===== config.mk =====
export PLATFORM = sky130hd
export DESIGN_NAME = burst_sram
export DESIGN_NICKNAME = d
export VERILOG_FILES = /design/src/rtl/sbsram_pkg.sv /design/src/rtl/sbsram_sleep.sv /design/src/rtl/sbsram_ctrl.sv /design/src/rtl/sbsram_array.sv /design/src/rtl/sbsram_out.sv /design/src/rtl/burst_sram.sv
export SDC_FILE = /design/constraint.sdc
export NUM_CORES = 1
export LEC_CHECK = 0
export ABC_AREA = 1
export CAP_MARGIN = 40
export CORE_ASPECT_RATIO = 1.4
export CORE_UTILIZATION = 47
export DETAILED_ROUTE_END_ITERATION = 12
export DONT_BUFFER_PORTS = 1
export PLACE_DENSITY_LB_ADDON = 0.25
export RECOVER_POWER = 25
export SLEW_MARGIN = 20
export SYNTH_ARGS = -nofsm -noshare
export SYNTH_HDL_FRONTEND = slang
export SYNTH_SLANG_ARGS = --single-unit

===== constraint.sdc =====
create_clock -name clk -period 3.7 [get_ports clk]
set_input_delay 0.74 -clock clk [delete_from_list [all_inputs] [get_ports clk]]
set_output_delay 0.74 -clock clk [all_outputs]
set_load 0.02 [all_outputs]

===== src/rtl/sbsram_pkg.sv =====
package sbsram_pkg;

    typedef enum logic [2:0] {
        CY_HOLD,
        CY_START_CPU,
        CY_START_CTL,
        CY_ADVANCE,
        CY_SUSPEND,
        CY_DESEL,
        CY_SLEEP
    } cyc_e;

    typedef struct packed {
        logic       act;
        logic [1:0] cnt;
    } burst_t;

    function automatic logic [1:0] beat_offset(input logic [1:0] base,
                                               input logic [1:0] cnt,
                                               input logic       linear);
        return linear ? (base + cnt) : (base ^ cnt);
    endfunction

endpackage


===== src/rtl/sbsram_sleep.sv =====
module sbsram_sleep (
    input  logic clk,
    input  logic rst,
    input  logic sleep_i,
    output logic asleep_o
);
    logic req_q;

    always_ff @(posedge clk) begin
        if (rst) begin
            req_q    <= 1'b0;
            asleep_o <= 1'b0;
        end else begin
            req_q    <= sleep_i;
            asleep_o <= req_q;
        end
    end
endmodule


===== src/rtl/sbsram_ctrl.sv =====
module sbsram_ctrl
    import sbsram_pkg::*;
#(
    parameter int AW = 6,
    parameter int NB = 2
) (
    input  logic          clk,
    input  logic          rst,
    input  logic          asleep,
    input  logic [AW-1:0] addr,
    input  logic          cpu_stb_n,
    input  logic          ctl_stb_n,
    input  logic          adv_n,
    input  logic          sel_n,
    input  logic          sel,
    input  logic          gw_n,
    input  logic [NB-1:0] bw_n,
    input  logic          order_lin,
    output logic          wr_en,
    output logic [NB-1:0] wr_mask,
    output logic [AW-1:0] acc_addr,
    output logic          rd_fire_q,
    output logic [AW-1:0] rd_addr_q
);
    cyc_e          cyc;
    burst_t        st_q;
    logic [AW-1:0] base_q;
    logic [1:0]    cnt_nx;
    logic          selected;
    logic          wr_req;
    logic          cont_op;
    logic          do_read;

    assign selected = !sel_n && sel;
    assign wr_req   = !gw_n || !(&bw_n);
    assign wr_mask  = gw_n ? ~bw_n : {NB{1'b1}};

    always_comb begin
        cyc = CY_HOLD;
        if (asleep)          cyc = CY_SLEEP;
        else if (!cpu_stb_n) cyc = selected ? CY_START_CPU : CY_DESEL;
        else if (!ctl_stb_n) cyc = selected ? CY_START_CTL : CY_DESEL;
        else if (st_q.act)   cyc = adv_n ? CY_SUSPEND : CY_ADVANCE;
    end

    assign cnt_nx  = (cyc == CY_ADVANCE) ? st_q.cnt + 2'd1 : st_q.cnt;
    assign cont_op = (cyc == CY_START_CTL) || (cyc == CY_ADVANCE) || (cyc == CY_SUSPEND);
    assign wr_en   = cont_op && wr_req;
    assign do_read = (cyc == CY_START_CPU) || (cont_op && !wr_req);

    always_comb begin
        if (cyc == CY_START_CPU || cyc == CY_START_CTL)
            acc_addr = addr;
        else
            acc_addr = {base_q[AW-1:2], beat_offset(base_q[1:0], cnt_nx, order_lin)};
    end

    always_ff @(posedge clk) begin
        if (rst) begin
            st_q      <= '0;
            base_q    <= '0;
            rd_fire_q <= 1'b0;
            rd_addr_q <= '0;
        end else begin
            case (cyc)
                CY_START_CPU, CY_START_CTL: begin
                    base_q   <= addr;
                    st_q.cnt <= 2'd0;
                    st_q.act <= 1'b1;
                end
                CY_DESEL:   st_q.act <= 1'b0;
                CY_ADVANCE: st_q.cnt <= cnt_nx;
                default: ;
            endcase
            rd_fire_q <= do_read;
            if (do_read) rd_addr_q <= acc_addr;
        end
    end

    // advancing stays inside the four-word group
    a_r6_group_kept: assert property (@(posedge clk) disable iff (rst)
        (!asleep && cpu_stb_n && ctl_stb_n && !adv_n && st_q.act) |=> $stable(base_q));

    // enables have no effect when no strobe is present
    a_r4_ce_ignored: assert property (@(posedge clk) disable iff (rst)
        (!asleep && cpu_stb_n && ctl_stb_n) |=> (st_q.act == $past(st_q.act)));

    // a deselected strobe ends the burst
    a_r4_desel_ends: assert property (@(posedge clk) disable iff (rst)
        (!asleep && !cpu_stb_n && sel_n) |=> !st_q.act);

    // a processor strobe never writes
    a_r2_cpu_reads: assert property (@(posedge clk) disable iff (rst)
        (!cpu_stb_n) |-> !wr_en);
endmodule


===== src/rtl/sbsram_array.sv =====
module sbsram_array #(
    parameter int AW = 6,
    parameter int NB = 2,
    parameter int BW = 8
) (
    input  logic             clk,
    input  logic             wr_en,
    input  logic [AW-1:0]    wr_addr,
    input  logic [NB-1:0]    wr_mask,
    input  logic [NB*BW-1:0] din,
    input  logic [AW-1:0]    rd_addr,
    output logic [NB*BW-1:0] rd_data
);
    localparam int DEPTH = 1 << AW;

    for (genvar b = 0; b < NB; b++) begin : g_lane
        logic [BW-1:0] lane_mem [DEPTH];

        always_ff @(posedge clk) begin
            if (wr_en && wr_mask[b])
                lane_mem[wr_addr] <= din[b*BW +: BW];
        end

        assign rd_data[b*BW +: BW] = lane_mem[rd_addr];
    end
endmodule


===== src/rtl/sbsram_out.sv =====
module sbsram_out #(
    parameter int DW = 16
) (
    input  logic          clk,
    input  logic          rst,
    input  logic          pipe_mode,
    input  logic          oe_n,
    input  logic          asleep,
    input  logic          flow_v,
    input  logic [DW-1:0] flow_d,
    output logic [DW-1:0] dq_o,
    output logic          dq_oe
);
    logic          pipe_v;
    logic [DW-1:0] pipe_d;
    logic          stage_v;

    always_ff @(posedge clk) begin
        if (rst) begin
            pipe_v <= 1'b0;
            pipe_d <= '0;
        end else begin
            pipe_v <= flow_v;
            pipe_d <= flow_d;
        end
    end

    assign stage_v = pipe_mode ? pipe_v : flow_v;
    assign dq_o    = stage_v ? (pipe_mode ? pipe_d : flow_d) : '0;
    assign dq_oe   = stage_v && !oe_n && !asleep;
endmodule


===== src/rtl/burst_sram.sv =====
module burst_sram #(
    parameter int AW = 6,
    parameter int NB = 2,
    parameter int BW = 8
) (
    input  logic             clk,
    input  logic             rst,
    input  logic [AW-1:0]    addr,
    input  logic             cpu_stb_n,
    input  logic             ctl_stb_n,
    input  logic             adv_n,
    input  logic             sel_n,
    input  logic             sel,
    input  logic             gw_n,
    input  logic [NB-1:0]    bw_n,
    input  logic             oe_n,
    input  logic             order_lin,
    input  logic             pipe_mode,
    input  logic             sleep,
    input  logic [NB*BW-1:0] dq_i,
    output logic [NB*BW-1:0] dq_o,
    output logic             dq_oe
);
    localparam int DW = NB * BW;

    logic          asleep;
    logic          wr_en;
    logic [NB-1:0] wr_mask;
    logic [AW-1:0] acc_addr;
    logic          rd_fire;
    logic [AW-1:0] rd_addr;
    logic [DW-1:0] rd_data;

    sbsram_sleep u_sleep (
        .clk      (clk),
        .rst      (rst),
        .sleep_i  (sleep),
        .asleep_o (asleep)
    );

    sbsram_ctrl #(.AW(AW), .NB(NB)) u_ctrl (
        .clk       (clk),
        .rst       (rst),
        .asleep    (asleep),
        .addr      (addr),
        .cpu_stb_n (cpu_stb_n),
        .ctl_stb_n (ctl_stb_n),
        .adv_n     (adv_n),
        .sel_n     (sel_n),
        .sel       (sel),
        .gw_n      (gw_n),
        .bw_n      (bw_n),
        .order_lin (order_lin),
        .wr_en     (wr_en),
        .wr_mask   (wr_mask),
        .acc_addr  (acc_addr),
        .rd_fire_q (rd_fire),
        .rd_addr_q (rd_addr)
    );

    sbsram_array #(.AW(AW), .NB(NB), .BW(BW)) u_array (
        .clk     (clk),
        .wr_en   (wr_en),
        .wr_addr (acc_addr),
        .wr_mask (wr_mask),
        .din     (dq_i),
        .rd_addr (rd_addr),
        .rd_data (rd_data)
    );

    sbsram_out #(.DW(DW)) u_out (
        .clk       (clk),
        .rst       (rst),
        .pipe_mode (pipe_mode),
        .oe_n      (oe_n),
        .asleep    (asleep),
        .flow_v    (rd_fire),
        .flow_d    (rd_data),
        .dq_o      (dq_o),
        .dq_oe     (dq_oe)
    );

    // commands seen while asleep start no read
    a_r10_sleep_blocks: assert property (@(posedge clk) disable iff (rst)
        asleep |=> !rd_fire);

    // no array write while asleep
    a_r10_no_write: assert property (@(posedge clk) disable iff (rst)
        asleep |-> !wr_en);

    // pipelined data comes from a read one edge older
    a_r8_pipe_lag: assert property (@(posedge clk) disable iff (rst)
        (pipe_mode && dq_oe) |-> $past(rd_fire));

    // never drive with output enable high
    a_r9_oe_gate: assert property (@(posedge clk) disable iff (rst)
        dq_oe |-> !oe_n);
endmodule


==> results of run 1 <==
[registers in the layout, indices dropped and copies added (netlist names), named ones only]
register                 flops
u_array.g_lane.lane_mem   1024
u_out.pipe_d                16
u_ctrl.base_q                6
u_ctrl.rd_addr_q             6
u_ctrl.st_q                  3
u_ctrl.rd_fire_q             1
u_out.pipe_v                 1
u_sleep.asleep_o             1
u_sleep.req_q                1
[cell families after synthesis]
logic type,Yosys count
AO/OA/AOI/OAI,37
XOR/XNOR,2
adder cells (fa/ha/maj),2
buffers and inverters,306
flip-flops,1065
AND/OR/NAND/NOR,2424
[power by group]
part	leakage (uW)	internal [uW]	switching, uW
combinational	0.00685	836	2060
clock	0.00159	6130	4340
sequential	0.00954	13300	31.4
total	0.0180	20200	6430
[stage by stage]
step / total power, uW / utilization
floorplan: 15170 / -
global placement: 16120 / 0.5001
detailed placement: 16130 / 0.5001
CTS: 26580 / 0.5394
global route: 27370 / 0.5438
finish: 26650 / 0.5439
[area by class of cell]
type	count	area, sq um
fillers	7638	42260
flip-flops and latches	1065	31580
multi-input cells	2465	11330
clock buffers	111	2522
repair buffers	224	2409
well taps	1206	1509
clock inverters	61	777.0
inverters	49	234.0
repair inverters	2	22.52
diodes	2	5.005
[timing repair]
item,4_1_cts,5_1_grt
gates resized for setup,31,40
cloned,6,9
setup buffers,3,9
setup endpoints to repair,16,16
[routing by layer]
metal	vias to the layer above	wire length (um)	share of wire
li1	13590	-	-
met1	14440	47770	0.38
met2	1293	64300	0.51
met3	296	8141	0.064
met4	0	6629	0.052
met5	-	0	0
[worst max-delay path: stages (launching register included)]
cell and delay, ps:
dfxtp_4 420, buf_12 150, clkinv_16 100, buf_4 160, clkbuf_16 210, nand2_1 80, nand3_1 60, nand3_1 160
nand2_1 70, nand2_1 80, nand3_1 170, nand3_1 170, nand3_1 90, nand2_1 160, inv_1 140
[final timing paths]
| path | start | end | slack [ps] | cells after the start |
|---|---|---|---|---|
| hold / removal | rst | u_ctrl.base_q[0] | 110 | 1 |
| setup reg to reg | u_ctrl.st_q[2] | u_array.g_lane[0].lane_mem[17][2] | 320 | 16 |
| hold reg to reg | u_sleep.req_q | u_sleep.asleep_o | 420 | 2 |
| setup / recovery | flip-flop | dq_o[2] | 40 | 14 |
[cell usage in the layout, fill, tap and decap left out, drive strengths merged]
master and n:
a21oi 26, buf 215, bufbuf 2, bufinv 18, clkbuf 118, clkinv 33, clkinvlp 7, dfxtp 41
diode 2, edfxtp 1024, ha 2, inv 54, nand2 1341, nand3 900, nand4 6, nor2 47
nor3 130, o21ai 11, xnor2 1, xor2 1
==> metrics.txt, run 1 <==
outcome complete, but fails checks; violated checks DRC; antenna violations before repair 0; Post-synth EDFFs 1024; Warnings, synthesis 0; Remaining DRCs 6; CP arrival 2920 ps; CTS HTree Levels 3; Final nets 3940; final slew viol count 0; vias in the first global route 29110; Crit. End Element output pin; sequential-to-total area share from yosys stat 0.7163; dpl hpwl 73750 um; FFs w/ async S/R, synth 0; met1 Use GR 0.3194; Via Count 29610; Post-Synth Simple-Gate Area 0.2497; LEAKAGE 0.01798 uW; drt initial violations 3217; Max Clk Rate 0.2729 GHz; Hold Worst Slack 111.5 ps; # setup viols final 0; clk root buf clkbuf_16; pin count of the biggest net entering global routing 85; total grt overflow 0; Area Growth Syn to Fin 14.34%; slew margin rel. 0.5300; max-cap viol count 0; Synth Register Bits 1065; gr busiest metal met2; total CTS buffers 95; critical path class flip-flop to output pin; top cells by area, synth edfxtp_1 70%, nand2_1 11%, nand3_1 10%; layout cells sized above 1 0.1280; post-synthesis adder-cell area fraction 0.0005677; Cell Area, Placed 46330 sq um; Worst-Skew Late Latency 690 ps; pre-CTS WS -5.948 ps; Net Count, Synth 3874; DR WL/cell 24.46 um; Worst Hold Class input pin to flip-flop; Final ANT Viol Nets 0; clock-pin slew on the worst setup and hold paths 70 ps; Clock Tree Buf Depth 3; # hold bufs at CTS 0; Sinks on Clock Net 1065; main combinational cell family by area after synthesis simple AND/OR/NAND/NOR gates; CP required 2960 ps; Die ar. 95030 sq um; VDD IR-drop max 466.9 uV; num ports 53; clock tree from TritonCTS built; distinct cell type count after synthesis 32; crit-path max FO 36; top cell type by total area after synthesis edfxtp_1; FP Rows 132; pwr dens 528.9 nW/um^2; final WL 126800 um; synthesized cell area 44080 sq um; final period utilization 0.9903; most used standard cell by instance count after synthesis nand2_1; chip width 260.8 um; Design Area, Final 50390 sq um; met2 usage 0.4538; Buffers on Ports 0; post-route minimum period 3664 ps; top post-synthesis cells by count 1333 x nand2_1, 1024 x edfxtp_1, 886 x nand3_1, 208 x clkbuf_1, 69 x nor3_2; compound-cell area share of the yosys netlist 0.005308; core box area 92650 sq um; Worst Max-Slew Pin Slew 701.2 ps; Max Clock Skew 25.18 ps; RSZ-0062 raised after global routing yes; DR pass1 iterations 12; fin worst setup slack 35.99 ps; Critical Path Source Type flip-flop; initial core utilization 0.4757; Vias/cell 5.711; non-filler cells, final 5185; first-pass GRT wire length 182200 um; die height 364.3 um; placed insts 4985; Final Hold Viols 0; Gate Count Post-Synth 3836; top-area cell type share of the netlist area 0.6976; total track usage 0.2636; Setup TNS Final 0 ps; prevailing post-synth register cell edfxtp_1; met3 Track Usage GR 0.03184; routability-driven placement congestion ratio 0.8917; Avg Synthesized Cell Area 11.49 sq um; mux contribution to synthesized area 0; Synth Area in XOR/XNOR 0.0003974
(Power assumes the default switching activity.)
==> inputs of run 2 (changes only) <==
--- a/config.mk
+++ b/config.mk
@@ -16,4 +16,5 @@
 export SLEW_MARGIN = 20
 export SYNTH_ARGS = -nofsm -noshare
 export SYNTH_HDL_FRONTEND = slang
+export SYNTH_HIERARCHICAL = 1
 export SYNTH_SLANG_ARGS = --single-unit
==> metrics.txt, run 2 <==
post-route minimum period 3750 ps; Post-synth EDFFs 1024; Max Clock Skew 32.89 ps; reg2reg end u_array/g_lane[1].lane_mem[42][7]; Worst R2R Path Depth 18; critical path class flip-flop to output pin; antenna violations before repair 1; Remaining DRCs 0; distinct cell type count after synthesis 31; non-filler cells, final 5261; Sinks on Clock Net 1059; Design Area, Final 49850 sq um; Net Count, Synth 3928; most used standard cell by instance count after synthesis nand2_1; final period utilization 1.013; violated checks setup timing; Synth Register Bits 1059; CP required 2960 ps; Area Growth Syn to Fin 12.82%; FP Rows 132; Reg2Reg Setup Slack 350 ps; num ports 53; CP arrival 3010 ps; initial core utilization 0.4760; clk root buf clkbuf_16; first-pass GRT wire length 185600 um; Largest regs u_array/g_lane.lane_mem: 1024 flops, u_out/pipe_d: 16 flops; commonest cells after routing, fill and taps aside 1385 x nand2_1, 1024 x edfxtp_1, 863 x nand3_1, 192 x buf_4, 116 x nor3_1; Final Hold Viols 0; top cell type by total area after synthesis edfxtp_1; clock tree from TritonCTS built; r2r startpoint u_ctrl/st_q[2]; Reg power frac 0.501; max-cap viol count 0; worst min-delay path startpoint rst; top-area cell type share of the netlist area 0.6960; Vias/cell 5.716; commonest non-fill, non-tap cell in the layout nand2_1; drt initial violations 3198; sequential-to-total area share from yosys stat 0.7118; crit path launch u_ctrl/rd_addr_q[0]; Hold EP u_out/pipe_d[10]; placed insts 5066; total track usage 0.2676; slew margin rel. 0.4724; core box area 92820 sq um; DR pass1 iterations 6; VDD IR-drop max 426.6 uV; max reg flops 1024; final WL 127000 um; die height 364.8 um; pwr dens 530.7 nW/um^2; Warnings, synthesis 6; crit-path max FO 27; vias in the first global route 29500; clock-pin slew on the worst setup and hold paths 70 ps; LEAKAGE 0.01826 uW; routability-driven placement congestion ratio 0.8985; Gate Count Post-Synth 3890; total grt overflow 0; dpl hpwl 73810 um; Max Clk Rate 0.2667 GHz; total CTS buffers 95; sw frac 0.2523; Buffers on Ports 0; Final nets 4017; diode count 0; layout cells sized above 1 0.1162; Avg Synthesized Cell Area 11.36 sq um; register name with the most flops u_array/g_lane.lane_mem; fin worst setup slack -49.79 ps; Comb power frac 0.123; top cells by area, synth edfxtp_1 70%, nand2_1 12%, nand3_1 9.9%; Worst Hold Class input pin to flip-flop; DR WL/cell 24.15 um; Critical Path Source Type flip-flop; Crit. End Element output pin; CTS HTree Levels 3; switching pwr 6673 uW; Die ar. 95250 sq um; Setup TNS Final -55.72 ps; Final Total Pwr 26450 uW; pin count of the biggest net entering global routing 91; outcome complete, but fails checks; Clock Tree Buf Depth 3; Cell Area, Placed 46050 sq um; Final ANT Viol Nets 0; top post-synthesis cells by count 1402 x nand2_1, 1024 x edfxtp_1, 877 x nand3_1, 117 x buf_2, 116 x nor3_1; FFs w/ async S/R, synth 0; chip width 261.1 um; synthesized cell area 44180 sq um; Worst Max-Slew Pin Slew 790.5 ps; final slew viol count 0; clock network fraction of design power 0.376; Via Count 30070; P_int 19780 uW; Hold Path Depth 1; fin util 0.5370; prevailing post-synth register cell edfxtp_1; # setup viols final 3; RSZ-0062 raised after global routing yes; Worst-Skew Late Latency 700 ps
[run 2: cell types whose count changed after synthesis, moves of 9 or more]
cell / previous run / this run
nand2_2: 6 / 16
buf_2: 6 / 117
nor3_1: 61 / 116
nor3_2: 69 / 0
nand3_1: 886 / 877
nand3_4: 10 / 0
buf_1: 31 / 13
nand2_1: 1333 / 1402
inv_2: 4 / 21
a21oi_1: 26 / 11
inv_1: 42 / 53
clkbuf_1: 208 / 47
buf_6: 5 / 61
[run 2: kinds of logic after synthesis]
| kind of cell | after synthesis | synth area share |
|---|---|---|
| DFF | 1059 | 0.7118 |
| xor gates and xnor gates | 2 | 0.0003965 |
| AOI/OAI and AO/OA | 22 | 0.002549 |
| adders and majority gates | 2 | 0.0005663 |
| buffers and inverters | 328 | 0.04353 |
| and+or+nand+nor | 2477 | 0.2411 |
[run 2: how the worst max path moves through the flow]
stage                                              to  slack, ps  cells past startpoint
floorplan           u_array/g_lane[1].lane_mem[17][0]        170                     15
global placement    u_array/g_lane[1].lane_mem[42][7]         -8                     17
detailed placement  u_array/g_lane[1].lane_mem[42][0]         60                     17
CTS                                           dq_o[3]        -40                     14
global route                                 dq_o[12]       -100                     14
finish                                       dq_o[11]        -50                     15
[run 2: power groups by stage]
stage / clock [uW] / sequential, uW / combinational, uW
after floorplan: 0 / 13500 / 1920
after global placement: 0 / 13500 / 2910
after detailed placement: 0 / 13500 / 2920
after CTS: 10100 / 13300 / 3130
after global routing: 10500 / 13200 / 3440
final: 9950 / 13300 / 3250
[run 2: area by class of cell]
class / instances / area (sq um)
Multi-Input combinational cell: 2503 / 10960
Timing Repair inverter: 4 / 66.31
Clock buffer: 118 / 2546
Timing Repair Buffer: 240 / 2412
Fill cell: 7967 / 42970
Tap cell: 1206 / 1509
Clock inverter: 55 / 560.5
Inverter: 76 / 327.8
Sequential cell: 1059 / 31460
[run 2: critical path, stage by stage (launching register included)]
cell and delay [ps]:
dfxtp_4 370, buf_12 180, inv_16 140, buf_16 210
nand2_1 90, nand3_1 90, nand3_1 140, nand2_1 160
nand2_1 100, nand3_2 180, nand3_1 140, nand2_2 160
nand2_1 60, nand2_1 70, nand2_2 60, inv_2 100
[run 2: routing by layer]
layer	share of wire	global-route usage
met1	0.37	0.3137
met3	0.064	0.03794
met5	0	0
met2	0.51	0.4665
met4	0.057	0.1554
[run 2: repair_timing]
| action | 4_1_cts | 5_1_grt |
|---|---|---|
| gates cloned | 9 | 1 |
| pin swaps | 5 | 5 |
| resized for setup | 60 | 31 |
| endpoints found under the setup margin | 16 | 16 |
| buffers inserted | 9 | 3 |
| hold buffers | 0 | 0 |
[run 2: stage by stage]
step | hold slack (ps) | worst slack [ps]
after detailed placement | 458.7 | 62.03
after CTS | 80.53 | -36.20
after global routing | 99.39 | -98.53
after floorplan | 388.3 | 174.6
after global placement | 448.7 | -7.590
final | 114.7 | -49.79
